`src/rtl/bkd_pkg.sv`:
```
package bkd_pkg;

    typedef enum logic [2:0] {
        KIND_NONE     = 3'd0,
        KIND_EE_SMALL = 3'd1,
        KIND_EE_LARGE = 3'd2,
        KIND_SRAM     = 3'd3,
        KIND_FL_SMALL = 3'd4,
        KIND_FL_LARGE = 3'd5
    } kind_e;

    typedef enum logic [1:0] {
        LC_BAD   = 2'd0,
        LC_SMALL = 2'd1,
        LC_LARGE = 2'd2
    } len_class_e;

    typedef struct packed {
        kind_e kind;
        logic  err;
    } det_state_t;

    function automatic logic kind_is_eeprom(kind_e k);
        return (k == KIND_EE_SMALL) || (k == KIND_EE_LARGE);
    endfunction

endpackage

```
`src/rtl/bkd_dma_class.sv`:
```
module bkd_dma_class
    import bkd_pkg::*;
#(
    parameter int LEN_W     = 16,
    parameter int SMALL_A   = 9,
    parameter int SMALL_B   = 73,
    parameter int LARGE_A   = 17,
    parameter int LARGE_B   = 81
) (
    input  logic [LEN_W-1:0] len_i,
    output len_class_e       cls_o
);
    localparam logic [LEN_W-1:0] S_A = LEN_W'(SMALL_A);
    localparam logic [LEN_W-1:0] S_B = LEN_W'(SMALL_B);
    localparam logic [LEN_W-1:0] L_A = LEN_W'(LARGE_A);
    localparam logic [LEN_W-1:0] L_B = LEN_W'(LARGE_B);

    always_comb begin
        if (len_i == L_A || len_i == L_B) begin
            cls_o = LC_LARGE;
        end else if (len_i == S_A || len_i == S_B) begin
            cls_o = LC_SMALL;
        end else begin
            cls_o = LC_BAD;
        end
    end
endmodule

```
`src/rtl/bkd_size_map.sv`:
```
module bkd_size_map
    import bkd_pkg::*;
#(
    parameter int SIZE_W = 20
) (
    input  logic [SIZE_W-1:0] size_i,
    output logic              ok_o,
    output kind_e             kind_o
);
    localparam logic [SIZE_W-1:0] SZ_EE_SMALL = SIZE_W'(32'h0000_0200);
    localparam logic [SIZE_W-1:0] SZ_EE_LARGE = SIZE_W'(32'h0000_2000);
    localparam logic [SIZE_W-1:0] SZ_SRAM     = SIZE_W'(32'h0000_8000);
    localparam logic [SIZE_W-1:0] SZ_FL_SMALL = SIZE_W'(32'h0001_0000);
    localparam logic [SIZE_W-1:0] SZ_FL_LARGE = SIZE_W'(32'h0002_0000);

    always_comb begin
        ok_o   = 1'b1;
        kind_o = KIND_NONE;
        if (size_i == SZ_EE_SMALL) begin
            kind_o = KIND_EE_SMALL;
        end else if (size_i == SZ_EE_LARGE) begin
            kind_o = KIND_EE_LARGE;
        end else if (size_i == SZ_SRAM) begin
            kind_o = KIND_SRAM;
        end else if (size_i == SZ_FL_SMALL) begin
            kind_o = KIND_FL_SMALL;
        end else if (size_i == SZ_FL_LARGE) begin
            kind_o = KIND_FL_LARGE;
        end else begin
            ok_o = 1'b0;
        end
    end
endmodule

```
`src/rtl/bkd_write_pick.sv`:
```
module bkd_write_pick
    import bkd_pkg::*;
#(
    parameter int ADDR_W         = 16,
    parameter int FLASH_CMD_ADDR = 16'h5555
) (
    input  logic [ADDR_W-1:0] addr_i,
    input  logic              big_sig_i,
    output kind_e             kind_o
);
    localparam logic [ADDR_W-1:0] CMD_ADDR = ADDR_W'(FLASH_CMD_ADDR);

    always_comb begin
        if (addr_i != CMD_ADDR) begin
            kind_o = KIND_SRAM;
        end else if (big_sig_i) begin
            kind_o = KIND_FL_LARGE;
        end else begin
            kind_o = KIND_FL_SMALL;
        end
    end
endmodule

```
`src/rtl/backup_kind_detect.sv`:
```
module backup_kind_detect
    import bkd_pkg::*;
#(
    parameter int LEN_W  = 16,
    parameter int ADDR_W = 16,
    parameter int SIZE_W = 20
) (
    input  logic              clk,
    input  logic              rst_n,
    input  logic              dma_evt_i,
    input  logic [LEN_W-1:0]  dma_len_i,
    input  logic              wr_evt_i,
    input  logic [ADDR_W-1:0] wr_addr_i,
    input  logic              big_sig_i,
    input  logic              load_evt_i,
    input  logic [SIZE_W-1:0] load_size_i,
    output logic [2:0]        kind_o,
    output logic              err_o
);
    localparam logic [LEN_W-1:0]  LEN_9    = LEN_W'(9);
    localparam logic [LEN_W-1:0]  LEN_17   = LEN_W'(17);
    localparam logic [ADDR_W-1:0] CMD_ADDR = ADDR_W'(16'h5555);

    len_class_e dma_cls;
    logic       size_ok;
    kind_e      size_kind;
    kind_e      wr_kind;
    det_state_t st_d, st_q;

    bkd_dma_class #(.LEN_W(LEN_W)) u_dma_class (
        .len_i (dma_len_i),
        .cls_o (dma_cls)
    );

    bkd_size_map #(.SIZE_W(SIZE_W)) u_size_map (
        .size_i (load_size_i),
        .ok_o   (size_ok),
        .kind_o (size_kind)
    );

    bkd_write_pick #(.ADDR_W(ADDR_W)) u_write_pick (
        .addr_i    (wr_addr_i),
        .big_sig_i (big_sig_i),
        .kind_o    (wr_kind)
    );

    always_comb begin
        st_d      = st_q;
        st_d.err  = 1'b0;
        if (load_evt_i) begin
            if (size_ok) begin
                st_d.kind = size_kind;
            end else begin
                st_d.err = 1'b1;
            end
        end else if (dma_evt_i) begin
            unique case (st_q.kind)
                KIND_NONE: begin
                    if (dma_cls == LC_LARGE) begin
                        st_d.kind = KIND_EE_LARGE;
                    end else if (dma_cls == LC_SMALL) begin
                        st_d.kind = KIND_EE_SMALL;
                    end else begin
                        st_d.err = 1'b1;
                    end
                end
                KIND_EE_SMALL: st_d.err = (dma_cls != LC_SMALL);
                KIND_EE_LARGE: st_d.err = (dma_cls != LC_LARGE);
                default:       st_d.err = 1'b1;
            endcase
        end else if (wr_evt_i) begin
            if (st_q.kind == KIND_NONE) begin
                st_d.kind = wr_kind;
            end else if (kind_is_eeprom(st_q.kind)) begin
                st_d.err = 1'b1;
            end
        end
    end

    always_ff @(posedge clk or negedge rst_n) begin
        if (!rst_n) begin
            st_q <= '{kind: KIND_NONE, err: 1'b0};
        end else begin
            st_q <= st_d;
        end
    end

    assign kind_o = st_q.kind;
    assign err_o  = st_q.err;

    a_r8_kind_legal: assert property (@(posedge clk) disable iff (!rst_n)
        kind_o <= 3'd5);

    a_r11_err_keeps_kind: assert property (@(posedge clk) disable iff (!rst_n)
        err_o |-> (kind_o == $past(kind_o)));

    a_r9_held_type_sticks: assert property (@(posedge clk) disable iff (!rst_n)
        (kind_o != 3'd0 && !load_evt_i) |=> $stable(kind_o));

    a_r1_large_burst_picks: assert property (@(posedge clk) disable iff (!rst_n)
        (kind_o == 3'd0 && dma_evt_i && !load_evt_i && dma_len_i == LEN_17)
        |=> (kind_o == 3'd2 && !err_o));

    a_r1_small_burst_picks: assert property (@(posedge clk) disable iff (!rst_n)
        (kind_o == 3'd0 && dma_evt_i && !load_evt_i && dma_len_i == LEN_9)
        |=> (kind_o == 3'd1 && !err_o));

    a_r5_flash_pick: assert property (@(posedge clk) disable iff (!rst_n)
        (kind_o == 3'd0 && wr_evt_i && !dma_evt_i && !load_evt_i && wr_addr_i == CMD_ADDR)
        |=> (kind_o == (big_sig_i ? 3'd5 : 3'd4) || kind_o == $past(big_sig_i ? 3'd5 : 3'd4)));

    a_r6_write_on_eeprom: assert property (@(posedge clk) disable iff (!rst_n)
        ((kind_o == 3'd1 || kind_o == 3'd2) && wr_evt_i && !dma_evt_i && !load_evt_i)
        |=> err_o);

    a_r3_dma_on_nonvolatile: assert property (@(posedge clk) disable iff (!rst_n)
        (kind_o >= 3'd3 && dma_evt_i && !load_evt_i) |=> err_o);
endmodule

```
`config.mk`:
```
export PLATFORM = sky130hd
export DESIGN_NAME = backup_kind_detect
export DESIGN_NICKNAME = d
export VERILOG_FILES = /design/src/rtl/bkd_pkg.sv /design/src/rtl/bkd_dma_class.sv /design/src/rtl/bkd_size_map.sv /design/src/rtl/bkd_write_pick.sv /design/src/rtl/backup_kind_detect.sv
export SDC_FILE = /design/constraint.sdc
export NUM_CORES = 1
export LEC_CHECK = 0
export BUFFER_PORTS_ARGS = -buffer_cell sky130_fd_sc_hd__buf_2
export CORE_MARGIN = 4
export CORE_UTILIZATION = 33
export DETAILED_ROUTE_END_ITERATION = 10
export PLACE_DENSITY = 0.87
export SLEW_MARGIN = 20
export SYNTH_ARGS = -nofsm -noshare
export SYNTH_HDL_FRONTEND = slang
export SYNTH_SLANG_ARGS = --single-unit
export TNS_END_PERCENT = 30
```
`constraint.sdc`:
```
create_clock -name clk -period 1.4 [get_ports clk]
set_input_delay 0.28 -clock clk [delete_from_list [all_inputs] [get_ports clk]]
set_output_delay 0.28 -clock clk [all_outputs]
set_load 0.01 [all_outputs]
```
### Word level (Yosys, flattened, before mapping)

Index checks and enable logic that the tools add are counted.

| word-level totals | value |
|---|---|
| register bits after elaboration | 4 |
| input bits | 58 |
| output and inout port bits | 4 |
| logic and storage cells | 55 |

| operators by class | value |
|---|---|
| eq/ne operators | 18 |
| multiplexer cells | 28 |
| reduce and logical (&&, ||, !) cells | 7 |

Operators with widths:

| kind | number |
|---|---|
| 3-bit 2-to-1 mux | 11 |
| 16-bit by 7-bit equality test with 1-bit output, second input constant | 2 |
| 20-bit by 10-bit equality test with 1-bit output, second input constant | 1 |
| 20-bit by 14-bit equality test with 1-bit output, second input constant | 1 |
| 20-bit by 16-bit equality test with 1-bit output, second input constant | 1 |
| 20-bit by 17-bit equality test with 1-bit output, second input constant | 1 |
| 20-bit by 18-bit equality test with 1-bit output, second input constant | 1 |
| 16-bit by 4-bit equality test with 1-bit output, second input constant | 1 |
| 16-bit by 5-bit equality test with 1-bit output, second input constant | 1 |
| 16-bit by 15-bit != test with 1-bit output, second input constant | 1 |
| 1-bit 2-to-1 mux | 12 |
| 4-bit 2-to-1 mux | 3 |
| 2-bit by 1-bit != test with 1-bit output, second input constant | 2 |
| 4-bit by 1-bit != test with 1-bit output, second input constant | 1 |
| 4-bit AND reduction | 1 |
| 3-bit by 1-bit equality test with 1-bit output, second input constant | 1 |
| 3-bit by 2-bit equality test with 1-bit output, second input constant | 1 |
| 3-bit logical NOT | 1 |
| 1-bit logical OR | 3 |
| 1-bit one-hot mux with 3 select lines | 1 |
| 3-bit nonzero test | 1 |
| 2-bit by 1-bit equality test with 1-bit output, second input constant | 1 |
| 2-bit equality test, second input constant | 1 |
| 2-bit 2-to-1 mux | 1 |
| other kinds (2) | 2 |

### Depth between registers and ports, before layout

| logic depth | value |
|---|---|
| depth in word-level cells | 10 |
| depth in mapped cells | 5 |
| depth with buffers taken out | 5 |

### Hierarchy

From an unflattened synthesis, not the netlist that was laid out.

| second synthesis, totals | value |
|---|---|
| cells, all modules | 73 |
| area, all modules | 636.9 µm² |

Modules (own cells, without submodules):

| module | area an instance (µm²) | cells each | instances | seq. area each (µm²) |
|---|---|---|---|---|
| backup_kind_detect | 312.8 | 36 | 1 | 100.1 |
| bkd_size_map | 175.2 | 23 | 1 | 0.0 |
| bkd_dma_class | 76.3 | 7 | 1 | 0.0 |
| bkd_write_pick | 72.6 | 7 | 1 | 0.0 |

### Worst setup path after synthesis

No wires, ideal clock.

| timing path | value |
|---|---|
| path type | input -> register |
| from | input load_size_i[4] |
| to | register st_q, in the netlist kind_o[0] |
| setup time | 128 ps |
| path buffers | 0 |
| arrival | 1400 ps |
| stages on the path | 5 |
| path slack | -128 ps |
| cell sequence | nor4_2 nand4_1 a211oi_1 a21oi_1 mux2_1 |

| between the ends | value |
|---|---|
| cells in the longest elaborated chain, start to end | 8 |
| elaborated cells between the ends (all ways) | 19 |

Ends and longest elaborated chain:

| element | line | RTL |
|---|---|---|
| start, declared | backup_kind_detect.sv:16 | `input logic [SIZE_W-1:0] load_size_i,` |
| 20-bit by 18-bit equality test with 1-bit output | bkd_size_map.sv:27 | `end else if (size_i == SZ_FL_LARGE) begin` |
| 1-bit 2-to-1 mux / 3-bit 2-to-1 mux (equally long branches) | bkd_size_map.sv:27 |  |
| 1-bit 2-to-1 mux / 3-bit 2-to-1 mux (equally long branches) | bkd_size_map.sv:25 | `end else if (size_i == SZ_FL_SMALL) begin` |
| 1-bit 2-to-1 mux / 3-bit 2-to-1 mux (equally long branches) | bkd_size_map.sv:23 | `end else if (size_i == SZ_SRAM) begin` |
| 1-bit 2-to-1 mux / 3-bit 2-to-1 mux (equally long branches) | bkd_size_map.sv:21 | `end else if (size_i == SZ_EE_LARGE) begin` |
| 1-bit 2-to-1 mux / 3-bit 2-to-1 mux (equally long branches) | bkd_size_map.sv:19 | `if (size_i == SZ_EE_SMALL) begin` |
| 2-bit by 1-bit != test with 1-bit output (no source line) / 3-bit 2-to-1 mux (equally long branches) | n/a |  |
| 4-bit AND reduction (no source line) / 4-bit 2-to-1 mux (equally long branches) | n/a |  |
| end signal, assigned | backup_kind_detect.sv:82 | `st_q <= '{kind: KIND_NONE, err: 1'b0};` |
| end signal, assigned | backup_kind_detect.sv:84 | `st_q <= st_d;` |
| end, declared | backup_kind_detect.sv:28 | `det_state_t st_d, st_q;` |

Several ways; a longest one is shown, not always the timed one. The select of a mux whose other input is x is not followed.
A chain may end at the register's enable or synchronous reset.

### Worst setup path after layout

Ends and elaborated chain as after synthesis.

==> run metrics <==
CP max stage delay=around 520 ps; HP Class=in2async; Final Hold Viols=0; number of synthesized flops with an enable pin=0; root buffer cell=clkbuf_4; drt pass-1 iters=5; DRT iter0 DRCs=5; CP top delay family=simple AND/OR/NAND/NOR gates; crit path capture type=flop; Ports=slightly above 60; clock skew=between 1 and 1.5 ps; Critical Path RT=1570 ps; Synth Cell Area=between 500 and 600 um^2; total number of vias=870; Max Freq=approximately 690 MHz; final worst path period need=1453 ps; proportion of layout cells with a drive suffix above 1=between 50% and 60%; Starting Density=between 30% and 40%; pwr dens=704.5 nW/um^2; core footprint=1524 um^2; Slew HR=79.85%; CP cell instances=buf_2 -> nor4_2 -> nand4_1 -> or4_1 -> a22oi_2 -> mux2_1; synthesis warning total=0; n_diodes=0; LEAKAGE=0.4934 nW; grt ovf=0; CTS max path bufs=2; largest net degree at the start of global routing=8; nets=204; total negative slack=-52.82 ps; fin cells=160; Port Buffers=60; GRT Util Overall=17.32%; Synthesized Nets=127; startpoint types=input pin; fraction of registers with async set/reset=100.0%; WL final=2096 um; chip height=48.61 um; Final setup viols=1; CTS Sinks=4; RSZ-0062 raised after global routing=true; clock-pin slew on the worst setup and hold paths=roughly 30 ps; cts bufs inserted=3; Die Wd=48.61 um; library cells used by synthesis=31; measured slew at the worst slew-check pin=299.5 ps; H-tree levels=1; die footprint=2363 um^2; routability cong.=~0.8; status=finished with violations; Fillers=135; initial antenna violation count=0; top_reg_cell synth=dfrtp_1; vias in the first global route=approximately 920; antenna-violating nets left=0; num rows=14; VDD IR-drop max=between 0.4 and 0.5 mV; R2R setup slack=80 ps; WP data arrival=1620 ps; placed insts=155; failing checks=negative setup slack; Clock Latency Late Sink=230 ps; Via density=5.438; Yosys reg bits=4; sequential share of the synthesized area=18.39%; PnR worst setup slack=-52.82 ps; TritonCTS clock tree=built; Area Growth Syn to Fin=88.28%; CP bufs+invs=1; Slew Limit Fails=0; critical path type=in2reg; pre-CTS WS=-357.9 ps; worst-path fanout max=3; Critical Path Slowest Stage Cell=or4_1; Tcrit/Tclk final=103.8%; first-pass GRT wire length=3443 um; Max Cap Viol=0; Routed WL per cell=13.10 um; number of remaining DRC errors=0; hpwl dp=approximately 1800 um; syn_area_per_cell=7.888 um^2; Mapped Cells=a little under 70
## worst paths after layout
kind	from	to	depth (start not counted)
max	load_size_i[4]	kind_o[0]	6
min	rst_n	err_o	2
max reg2reg	kind_o[0]	kind_o[0]	3
min reg2reg	kind_o[1]	kind_o[1]	1
max in group asynchronous	rst_n	kind_o[1]	2
min in group clk	dma_evt_i	err_o	3
## repair_timing
item	4_1_cts	5_1_grt
hold buffers	1	0
gates cloned	0	0
setup endpoints to repair	3	3
gates resized for setup	3	5
setup buffers	1	0
hold endpoints to repair	4	0
pin swaps	2	2
## state kept, by name, indices dropped and copies added (netlist names)
register	flops
kind_o	3
err_o	1
## logic make-up after synthesis
| logic type | count (synthesis) | synth area share, % |
|---|---|---|
| flip-flops | 4 | 18.39 |
| buffers and inverters | 4 | 2.758 |
| adder cells (fa/ha/maj) | 1 | 1.839 |
| XOR/XNOR | 3 | 4.828 |
| AO/OA/AOI/OAI | 19 | 22.30 |
| multiplexers | 3 | 5.977 |
| AND/OR/NAND/NOR | 35 | 43.91 |
## cells in the final DEF (no fill, tap or decap), types with 2 or more instances in the layout
cell type   n
a21oi_1     2
buf_2      60
nor4_2      4
nor4_1      2
nor4bb_1    3
dfrtp_1     4
buf_4      12
nor2_1      5
nor3_1      3
clkbuf_4    3
nor2b_1     5
inv_1       3
o21ai_0     6
nand2_1     2
nand4_1     4
xor2_1      3
## where the power goes
group | switching (mW) | internal [mW]
Sequential | 0.0544 | 0.155
Combinational | 0.172 | 0.201
Clock | 0.0442 | 0.0956
## routing by layer
metal  up-vias  wire, um  global-route usage, %
li1        430         -                      -
met1       407       712                  17.50
met2        31      1244                  32.17
met3         2       123                  3.681
met4         0        14                  9.417
met5         -         0                      0
## cell usage after synthesis (2+ instances only)
library cell  instances  area share [%]
o21ai_0               7             6.4
inv_1                 3             2.1
nand4_1               4             4.6
xor2_1                3             4.8
nor4_1                4             4.6
a211oi_1              2             2.8
nor3_1                3             2.8
nor2_1                5             3.4
nand2_1               2             1.4
nor4bb_1              4             7.4
nor4_2                3             6.9
a21oi_1               3             2.8
dfrtp_1               4              18
nor2b_1               5             5.7
## stage by stage
| stage | hold WS [ps] | power [mW] | util [%] | instance area, um^2 |
|---|---|---|---|---|
| finish | 378.1 | 0.7219 | 67.24 | 1025 |
| global route | 398.0 | 0.7820 | 67.24 | 1025 |
| CTS | 376.6 | 0.7118 | 65.68 | 1001 |
| detailed placement | 89.91 | 0.5589 | 61.90 | 943.4 |
| global placement | 87.61 | 0.5482 | 61.90 | 943.4 |
| floorplan | -15.59 | 0.3629 | - | 544.3 |
## layout make-up
class,instances,area [um^2],area share (%)
well taps,16,20.02,1.954
clock buffers,3,22.52,2.198
inverters,3,11.26,1.099
repair buffers,73,400.4,39.07
multi-input cells,61,470.5,45.91
flip-flops and latches,4,100.1,9.768
Note: power is estimated with default switching activity, not from simulation.
